[src/rtl/pct_pkg.sv]
package pct_pkg;
  localparam int CMD_W = 3;

  typedef enum logic [CMD_W-1:0] {
    CMD_NOP = 3'd0,
    CMD_ACT = 3'd1,
    CMD_PRE = 3'd2,
    CMD_RD  = 3'd3,
    CMD_WR  = 3'd4,
    CMD_REF = 3'd5
  } pct_cmd_e;

  function automatic logic is_column_cmd(input logic [CMD_W-1:0] code);
    return (code == CMD_RD) || (code == CMD_WR);
  endfunction
endpackage

[src/rtl/pct_id_bank.sv]
module pct_id_bank #(
  parameter int NUM_CHIPS = 4,
  parameter int PAT_W     = 3,
  parameter bit REPLICATE = 1'b1,
  localparam int ID_W     = $clog2(NUM_CHIPS)
) (
  input  logic                         clk,
  input  logic                         rst_n,
  input  logic                         cfg_we,
  input  logic [ID_W-1:0]              cfg_sel,
  input  logic [ID_W-1:0]              cfg_id,
  output logic [NUM_CHIPS*PAT_W-1:0]   ids_flat
);
  // Spread a physical identity over the pattern width. In replicate mode the
  // physical bits repeat; otherwise bits above the physical width stay zero.
  function automatic logic [PAT_W-1:0] widen_id(input logic [ID_W-1:0] phys);
    logic [PAT_W-1:0] r;
    for (int b = 0; b < PAT_W; b++) begin
      r[b] = (REPLICATE || (b < ID_W)) ? phys[b % ID_W] : 1'b0;
    end
    return r;
  endfunction

  for (genvar g = 0; g < NUM_CHIPS; g++) begin : g_chip
    logic [PAT_W-1:0] id_q;
    always_ff @(posedge clk) begin
      if (!rst_n) begin
        id_q <= widen_id(ID_W'(g));
      end else if (cfg_we && (cfg_sel == ID_W'(g))) begin
        id_q <= widen_id(cfg_id);
      end
    end
    assign ids_flat[g*PAT_W +: PAT_W] = id_q;
  end
endmodule

[src/rtl/pct_lane.sv]
module pct_lane #(
  parameter int COL_W = 8,
  parameter int PAT_W = 3
) (
  input  logic             col_cmd,
  input  logic [COL_W-1:0] col_in,
  input  logic [PAT_W-1:0] pat,
  input  logic [PAT_W-1:0] chip_id,
  output logic [COL_W-1:0] col_out
);
  logic [PAT_W-1:0] flip;
  assign flip    = col_cmd ? (chip_id & pat) : '0;
  assign col_out = col_in ^ COL_W'(flip);
endmodule

[src/rtl/pattern_col_translator.sv]
module pattern_col_translator
  import pct_pkg::*;
#(
  parameter int NUM_CHIPS = 4,
  parameter int COL_W     = 8,
  parameter int PAT_W     = 3,
  parameter bit REPLICATE = 1'b1,
  localparam int ID_W     = $clog2(NUM_CHIPS),
  localparam int OUT_W    = NUM_CHIPS * COL_W
) (
  input  logic              clk,
  input  logic              rst_n,
  input  logic              cfg_we,
  input  logic [ID_W-1:0]   cfg_sel,
  input  logic [ID_W-1:0]   cfg_id,
  input  logic              cmd_valid,
  output logic              cmd_ready,
  input  logic [CMD_W-1:0]  cmd_code,
  input  logic [COL_W-1:0]  cmd_col,
  input  logic [PAT_W-1:0]  cmd_pat,
  output logic              out_valid,
  input  logic              out_ready,
  output logic [CMD_W-1:0]  out_cmd,
  output logic [OUT_W-1:0]  out_col
);
  logic [NUM_CHIPS*PAT_W-1:0] ids_flat;
  logic [OUT_W-1:0]           xcol_d;
  logic                       col_cmd;
  logic                       accept;

  assign cmd_ready = !out_valid || out_ready;
  assign accept    = cmd_valid && cmd_ready;
  assign col_cmd   = is_column_cmd(cmd_code);

  pct_id_bank #(
    .NUM_CHIPS (NUM_CHIPS),
    .PAT_W     (PAT_W),
    .REPLICATE (REPLICATE)
  ) u_ids (
    .clk      (clk),
    .rst_n    (rst_n),
    .cfg_we   (cfg_we),
    .cfg_sel  (cfg_sel),
    .cfg_id   (cfg_id),
    .ids_flat (ids_flat)
  );

  for (genvar k = 0; k < NUM_CHIPS; k++) begin : g_lane
    pct_lane #(
      .COL_W (COL_W),
      .PAT_W (PAT_W)
    ) u_lane (
      .col_cmd (col_cmd),
      .col_in  (cmd_col),
      .pat     (cmd_pat),
      .chip_id (ids_flat[k*PAT_W +: PAT_W]),
      .col_out (xcol_d[k*COL_W +: COL_W])
    );
  end

  always_ff @(posedge clk) begin
    if (!rst_n) begin
      out_valid <= 1'b0;
      out_cmd   <= '0;
      out_col   <= '0;
    end else if (accept) begin
      out_valid <= 1'b1;
      out_cmd   <= cmd_code;
      out_col   <= xcol_d;
    end else if (out_ready) begin
      out_valid <= 1'b0;
    end
  end
endmodule

[config.mk]
export PLATFORM = sky130hd
export DESIGN_NAME = pattern_col_translator
export DESIGN_NICKNAME = d
export VERILOG_FILES = /design/src/rtl/pct_pkg.sv /design/src/rtl/pct_id_bank.sv /design/src/rtl/pct_lane.sv /design/src/rtl/pattern_col_translator.sv
export SDC_FILE = /design/constraint.sdc
export NUM_CORES = 1
export LEC_CHECK = 0
export BUFFER_PORTS_ARGS = -buffer_cell sky130_fd_sc_hd__buf_2
export CORE_MARGIN = 5
export CORE_UTILIZATION = 47
export DETAILED_ROUTE_END_ITERATION = 8
export PLACE_DENSITY = 0.79
export SLEW_MARGIN = 20
export SYNTH_ARGS = -nofsm -noshare
export SYNTH_HDL_FRONTEND = slang
export SYNTH_SLANG_ARGS = --single-unit
[constraint.sdc]
create_clock -name clk -period 1.7 [get_ports clk]
set_input_delay 0.34 -clock clk [delete_from_list [all_inputs] [get_ports clk]]
set_output_delay 0.34 -clock clk [all_outputs]
set_load 0.02 [all_outputs]
== Word level (Yosys, flattened, before mapping) ==
Cells that the tools add are included.
Cells by class
  equality and inequality tests: 5
  muxes and demuxes: 6
  bitwise operators: 8
  reductions and logical operators: 10
Operator list (number)
  bitwise XOR 8 x 3 -> 8 bit: 4
  bitwise AND 3 bit: 4
  two-way mux 3 bit: 4
  logical AND 1 bit: 5
  == test 2 bit, second input constant: 2
  == test 3 x 2 -> 1 bit, second input constant: 1
  == test 3 bit, second input constant: 1
  == test 2 x 1 -> 1 bit, second input constant: 1
  zero test 2 bit: 1
  logical OR 1 bit: 2
  two-way mux 1 bit: 2
  nonzero test 2 bit: 1
  zero test 1 bit: 1
Storage, ports and cells
  register bits: 48
  input bits: 23
  output and inout port bits: 37
  logic and storage cells: 36

== Logic depth before layout (Yosys ltp) ==
Gate-level depths: netlist (run 1).
  depth in word-level cells: 4
  mapped depth: 6
  depth with buffers taken out: 4

== Modules after synthesis ==
Synthesis (run 1) repeated with hierarchy kept, for this count alone.
Second synthesis, totals
  cells, all modules: 242
  area, all modules: 2180.8 um2
By module, submodules not included
  pattern_col_translator: instances 1, cells each 161, area each 1496.4 um2, seq. area each 720.7 um2
  pct_id_bank: instances 1, cells each 37, area each 369.1 um2, seq. area each 160.2 um2
  pct_lane: instances 4, cells each 11, area each 78.8 um2, seq. area each 0.0 um2

== Worst setup path after synthesis (run 1) ==
Ideal clock, no wire load.
  kind: reg2reg
  start point: register out_valid
  end point: register out_col[0]
  setup time: 0.133 ns
  arrival: 1.325 ns
  required time: 1.567 ns
  path slack: 0.242 ns
  cell stages (with the launch flop): 7
  buffers on the path: 2
  clock period less this slack: 1.458 ns
  cells stage by stage: dfxtp_1 > nand2b_1 > and2_1 > clkbuf_1 > clkbuf_1 > o21ai_0 > a21oi_1
On the way
  cells in the longest elaborated chain, start to end: 3
RTL lines
  from (decl): RTL line pattern_col_translator.sv:21  | output logic out_valid,
  from (signal assigned): RTL line pattern_col_translator.sv:63  | out_valid <= 1'b0;
  from (signal assigned): RTL line pattern_col_translator.sv:67  | out_valid <= 1'b1;
  from (signal assigned): RTL line pattern_col_translator.sv:71  | out_valid <= 1'b0;
  zero test 1 bit: RTL line pattern_col_translator.sv:31  | assign cmd_ready = !out_valid || out_ready;
  logical OR 1 bit: RTL line pattern_col_translator.sv:31
  net cmd_ready: RTL line pattern_col_translator.sv:17  | output logic cmd_ready,
  logical AND 1 bit: RTL line pattern_col_translator.sv:32  | assign accept = cmd_valid && cmd_ready;
  to (signal assigned): RTL line pattern_col_translator.sv:69  | out_col <= xcol_d;
  to (decl): RTL line pattern_col_translator.sv:24  | output logic [OUT_W-1:0] out_col
The timed path passes the listed nets, and every way through them passes these cells.
A chain may end at the register's enable or synchronous reset.

== Worst setup path after layout (run 1) ==
  start point: register out_valid
  end point: output cmd_ready
On the way
  cells in the longest elaborated chain, start to end: 2
RTL lines (RTL line)
  zero test 1 bit: pattern_col_translator.sv:31
  logical OR 1 bit: pattern_col_translator.sv:31
  to (decl): pattern_col_translator.sv:17
Every way passes these cells.

==> results of run 1 <==
==> placed cells by master (no fill, tap or decap) <==
master     n
nand3_1    1
buf_2     59
clkinv_2   2
nand2_1   33
o21ai_0   12
a21boi_0   9
xnor2_1   12
clkbuf_4   5
a21oi_2   10
buf_4      2
nor3b_1    1
clkbuf_1   1
nor2b_1    4
and2_1     1
or3b_4     1
mux2i_1    8
dfxtp_1   29
inv_1      1
nand3b_1   3
a21oi_1   14
nand2b_1   1
==> cell type report <==
| cell class | count | share of cell area |
|---|---|---|
| clock buffer | 6 | 0.0248 |
| clock inverter | 2 | 0.00601 |
| inverter | 1 | 0.00225 |
| multi-input combinational | 110 | 0.407 |
| sequential | 29 | 0.349 |
| tap | 33 | 0.0248 |
| timing repair buffer | 61 | 0.186 |
==> power by group <==
| group | switching [µW] | total (µW) | internal [µW] |
|---|---|---|---|
| clock network | 230 | 387 | 157 |
| logic | 185 | 298 | 113 |
| registers | 22.4 | 744 | 721 |
==> flip-flops by register name, indices dropped and copies added, names as in the netlist <==
| name | flops |
|---|---|
| out_cmd | 3 |
| out_col | 17 |
| out_valid | 1 |
| u_ids.g_chip.id_q | 8 |
==> metrics by stage <==
step | util | instance area (µm²)
6_report | 0.559 | 1670
5_1_grt | 0.559 | 1670
4_1_cts | 0.559 | 1670
3_5_place_dp | 0.542 | 1610
3_3_place_gp | 0.542 | 1610
2_1_floorplan | - | 1430
==> kinds of logic (layout without fill, tap and decap cells) <==
kind of cell / count (synthesis) / in the layout / share of synthesized area
muxes: 8 / 8 / 0.0558
and+or+nand+nor: 45 / 45 / 0.145
AOI/OAI and AO/OA: 45 / 45 / 0.199
buffers and inverters: 28 / 70 / 0.122
xor gates and xnor gates: 12 / 12 / 0.0733
DFF: 29 / 29 / 0.405
==> per-layer routing <==
metal,vias up,share of wire
li1,621,-
met1,506,0.42
met2,50,0.45
met3,3,0.12
met4,0,0.0088
met5,-,0
==> synth_stat cells <==
cell type  instances  share of area
a21boi_0           9          0.047
a21oi_1           14          0.049
a21oi_2           10          0.061
and2_1             1         0.0044
buf_2              5          0.017
buf_4             15          0.079
buf_6              1         0.0079
clkbuf_1           6          0.016
dfxtp_1           29           0.40
inv_1              1         0.0026
mux2i_1            8          0.056
nand2_1           33          0.086
nand2b_1           1         0.0044
nand3_1            1         0.0035
nand3b_1           3          0.016
nor2b_1            4          0.017
nor3b_1            1         0.0052
o21ai_0           12          0.042
or3b_4             1         0.0079
xnor2_1           12          0.073
==> final timing paths <==
path / from / to / slack, ns
setup / recovery: out_valid$_SDFFE_PN0P_ / cmd_ready / 0.43
hold / removal: cmd_col[5] / out_col[29]$_SDFFE_PN0P_ / 0.26
setup reg to reg: out_valid$_SDFFE_PN0P_ / out_cmd[2]$_SDFFE_PN0P_ / 0.51
hold reg to reg: out_cmd[1]$_SDFFE_PN0P_ / out_cmd[1]$_SDFFE_PN0P_ / 0.47
==> critical path: stages, from the launching register on <==
cell and delay [ns]:
dfxtp_1 0.32, nand2b_1 0.11, buf_2 0.18
==> out/metrics.yaml, run 1 <==
placed_design:
  dpl.hpwl_um: 2080
  gp_congestion: 0.723
  io_buffers: 59
  dp.cells: 234
  pre_cts_slack_ns: 0.180
flow_run:
  cap_violations: 0
worst_setup_path:
  end_kind: "output pin"
  arrival_ns: 0.93
  path_class: "reg -> out"
  worstPathMaxFanout: 4
  r2r_cells: 5
  start_kind: "flop"
  required_ns: 1.36
cells_and_area:
  seqCellArea_um2: 581
  stdcell_count: 242
  drive_gt1_frac: 0.378
  n_fill_cell: 282
  antenna_cells: 0
  multi_input_area_um2: 678
  nets: 231
  syn2layout_area_growth_pct: 16.1
sta:
  hold_ws_ns: 0.256
  period_share: 0.746
  worst_pin_slew_ns: 0.397
  slew_headroom: 0.736
  timing.fmax_mhz: 788
  fin_skew_ns: 0.00458
  period_needed_ns: 1.27
  finalWorstSetupSlack_ns: 0.431
  finalHoldViolations: 0
  grt_setup_unrepaired: "no"
  finalMaxSlewViolations: 0
  setup_viol: 0
  tns_ns: 0
floorplan:
  io_pins: 60
  die_height_um: 65.2
  die_area_um2: 4260
  row_count: 20
  core_area_um2: 2980
  die_width_um: 65.2
  start_util: 0.482
yosys:
  ys_warn_count: 0
  syn_nets: 190
  ys_seq_elements: 29
  synthDistinctLibCells: 20
  yosysSeqAreaShare: 0.405
  syn_area_um2: 1430
  netlist_instances: 167
  syn_area_per_cell_um2: 8.59
clock_tree:
  cts_setup_buffers: 0
  cts_buffers: 5
  cts-root-buf: "clkbuf_4"
  cts_hold_buf: 0
  clk_transition_reported_paths_ns: 0.09
  clock-sinks: 29
  post_cts_resize_count: 0
  worstSkewPairLatency_ns: 0.32
  htreeDepth: 2
  clockBufferDepth: 2
  cts_tree: "done"
run_status:
  outcome: "completed"
worst_hold_path:
  hold_class: "in -> reg"
  hold_depth: 3
routing:
  dr_total_vias: 1180
  wire_per_inst_um: 11.8
  dr.pass1.iters: 4
  drt-total-wl_um: 2850
  drcViolationCount: 0
  drt_iter0_drc: 24
  drtAntennaViolNets: 0
  viasPerCell: 4.88
grt:
  grt_max_degree: 33
  grt_pass1_vias: 1066
  grt_use_met2: 0.236
  grt_usage: 0.136
  busiest_layer: "met2"
  grt_pass1_wl_um: 4550
  overflow: 0
  gr-usage-met3: 0.0513
  antenna_found_initial: 0
  grt_use_met1: 0.149
pwr:
  powerDensity_nw_per_um2: 858
  total_power_uw: 1430
  ir_worst_vdd_uv: 537
  p_leak_uw: 0.000776
No activity file was read; power rests on OpenSTA's default activity.
==> inputs of run 2 (changes only) <==
==> constraint.sdc (replaced) <==
create_clock -name clk -period 1.2 [get_ports clk]
set_input_delay 0.24 -clock clk [delete_from_list [all_inputs] [get_ports clk]]
set_output_delay 0.24 -clock clk [all_outputs]
set_load 0.02 [all_outputs]
==> run 2 against run 1 <==
Effect of this change:
- clock-buffer cell count did not move
- register-to-register slack got worse by 0.39 ns
- first-iteration DRC count rose by 83%
- via count rose by 0.93%
- sequential power rose by 42%
- power rose by 43%
- core utilization rose by 1.6 points
- sequential share of layout area fell by 0.68 points
- final cell count rose by 1.2%
- clock skew rose by 0.0020 ns
- wire length rose by 2.0%
- sequential cell count did not move
- largest cell class unchanged
==> out/metrics.yaml, run 2 (synthesis results as in run 1) <==
sta:
  worst_pin_slew_ns: 0.400
  timing.fmax_mhz: 876
  finalMaxSlewViolations: 0
  slew_headroom: 0.733
  grt_setup_unrepaired: "no"
  period_share: 0.951
  fin_skew_ns: 0.00656
  period_needed_ns: 1.14
  setup_viol: 0
  finalWorstSetupSlack_ns: 0.0589
  finalHoldViolations: 0
pwr:
  powerDensity_nw_per_um2: 1190
  total_power_uw: 2040
  ir_worst_vdd_uv: 737
  p_leak_uw: 0.000803
worst_setup_path:
  start_kind: "flop"
  path_class: "reg -> out"
  worstPathMaxFanout: 4
  end_kind: "output pin"
  required_ns: 0.96
  arrival_ns: 0.90
  max_stage_delay_ns: 0.36
  path_cells: "nand2b_4 > buf_2"
  slowest_stage: "dfxtp_4"
floorplan:
  die_width_um: 65.2
  row_count: 20
  die_area_um2: 4260
  start_util: 0.482
  die_height_um: 65.2
  core_area_um2: 2980
  io_pins: 60
grt:
  grt_usage: 0.149
  grt_max_degree: 33
  grt_pass1_wl_um: 4840
  grt_pass1_vias: 1114
  antenna_found_initial: 0
  overflow: 0
routing:
  dr.pass1.iters: 5
  viasPerCell: 4.86
  drt_iter0_drc: 44
  drt-total-wl_um: 2910
  drtAntennaViolNets: 0
  dr_total_vias: 1191
  drcViolationCount: 0
  wire_per_inst_um: 11.9
cells_and_area:
  nets: 234
  antenna_cells: 0
  layout_commonest_cell: "buf_2"
  top_register: "out_col"
  reg.largest.list: "out_col: 17 flops, u_ids.g_chip.id_q: 8 flops, out_cmd: 3 flops"
  syn2layout_area_growth_pct: 19.5
  final_area_um2: 1710
  layout_common_cells: "59 x buf_2, 33 x nand2_1, 27 x dfxtp_1"
  drive_gt1_frac: 0.401
  stdcell_count: 245
  largest_reg_flops: 17
clock_tree:
  cts_tree: "done"
  clockBufferDepth: 2
  cts_buffers: 5
  htreeDepth: 2
  cts_hold_buf: 0
  clk_transition_reported_paths_ns: 0.09
  cts_setup_buffers: 0
  clock-sinks: 29
  worstSkewPairLatency_ns: 0.33
  cts-root-buf: "clkbuf_4"
worst_hold_path:
  hold_class: "in -> reg"
placed_design:
  dpl_cell_area_um2: 1660
  io_buffers: 59
  dp.cells: 237
  gp_congestion: 0.702
  pre_cts_slack_ns: -0.185
  dpl.hpwl_um: 2180
run_status:
  outcome: "completed"
flow_run:
  cap_violations: 0
[run 2: changes by cell type in the layout (fill, tap and decap cells not counted), sizes merged]
cell	before	now
buf	61	64
[run 2: routing by layer]
metal / wire length [µm] / GRT usage / up-vias
li1: - / - / 622
met4: 82 / 0.0933 / 0
met3: 287 / 0.0496 / 8
met2: 1280 / 0.240 / 56
met5: 0 / 0 / -
met1: 1260 / 0.169 / 505
[run 2: path summary, 6_finish.rpt]
kind / startpoint / cells past startpoint / slack [ns] / endpoint
worst min register to register: out_cmd[0]$_SDFFE_PN0P_ / 2 / 0.47 / out_cmd[0]$_SDFFE_PN0P_
worst min-delay path: cmd_col[6] / 3 / 0.15 / out_col[30]$_SDFFE_PN0P_
worst max-delay path: out_valid$_SDFFE_PN0P_ / 2 / 0.06 / cmd_ready
worst max register to register: out_valid$_SDFFE_PN0P_ / 5 / 0.12 / out_col[9]$_SDFFE_PN0P_
[run 2: layout make-up]
class / instances / area (µm²)
timing repair buffer: 64 / 345
fill: 273 / 1260
sequential: 29 / 586
tap: 33 / 41.3
multi-input combinational: 110 / 686
inverter: 1 / 3.75
clock inverter: 2 / 10.0
clock buffer: 6 / 41.3
[run 2: metrics by stage]
stage | utilization | TNS [ns] | hold WS (ns)
after floorplan | - | -0.139 | 0.365
after global placement | 0.558 | -1.66 | 0.450
after detailed placement | 0.558 | -1.80 | 0.461
after CTS | 0.575 | 0 | 0.135
after global routing | 0.575 | 0 | 0.143
final | 0.575 | 0 | 0.148
[run 2: power by group]
group | total (µW) | internal (µW) | switching [µW]
registers | 1060 | 1020 | 33.7
clock network | 545 | 222 | 323
logic | 436 | 173 | 263
[run 2: repair_timing]
action / 4_1_cts / 5_1_grt
hold endpoints to repair: 0 / 0
resized for setup: 0 / 1
endpoints found under the setup margin: 0 / 2
[run 2: critical path, delay by kind of cell, from the launching register on]
family / cells / cell delay [ns]
simple gates: 1 / 0.07
buf+inv: 1 / 0.16
flops: 1 / 0.36
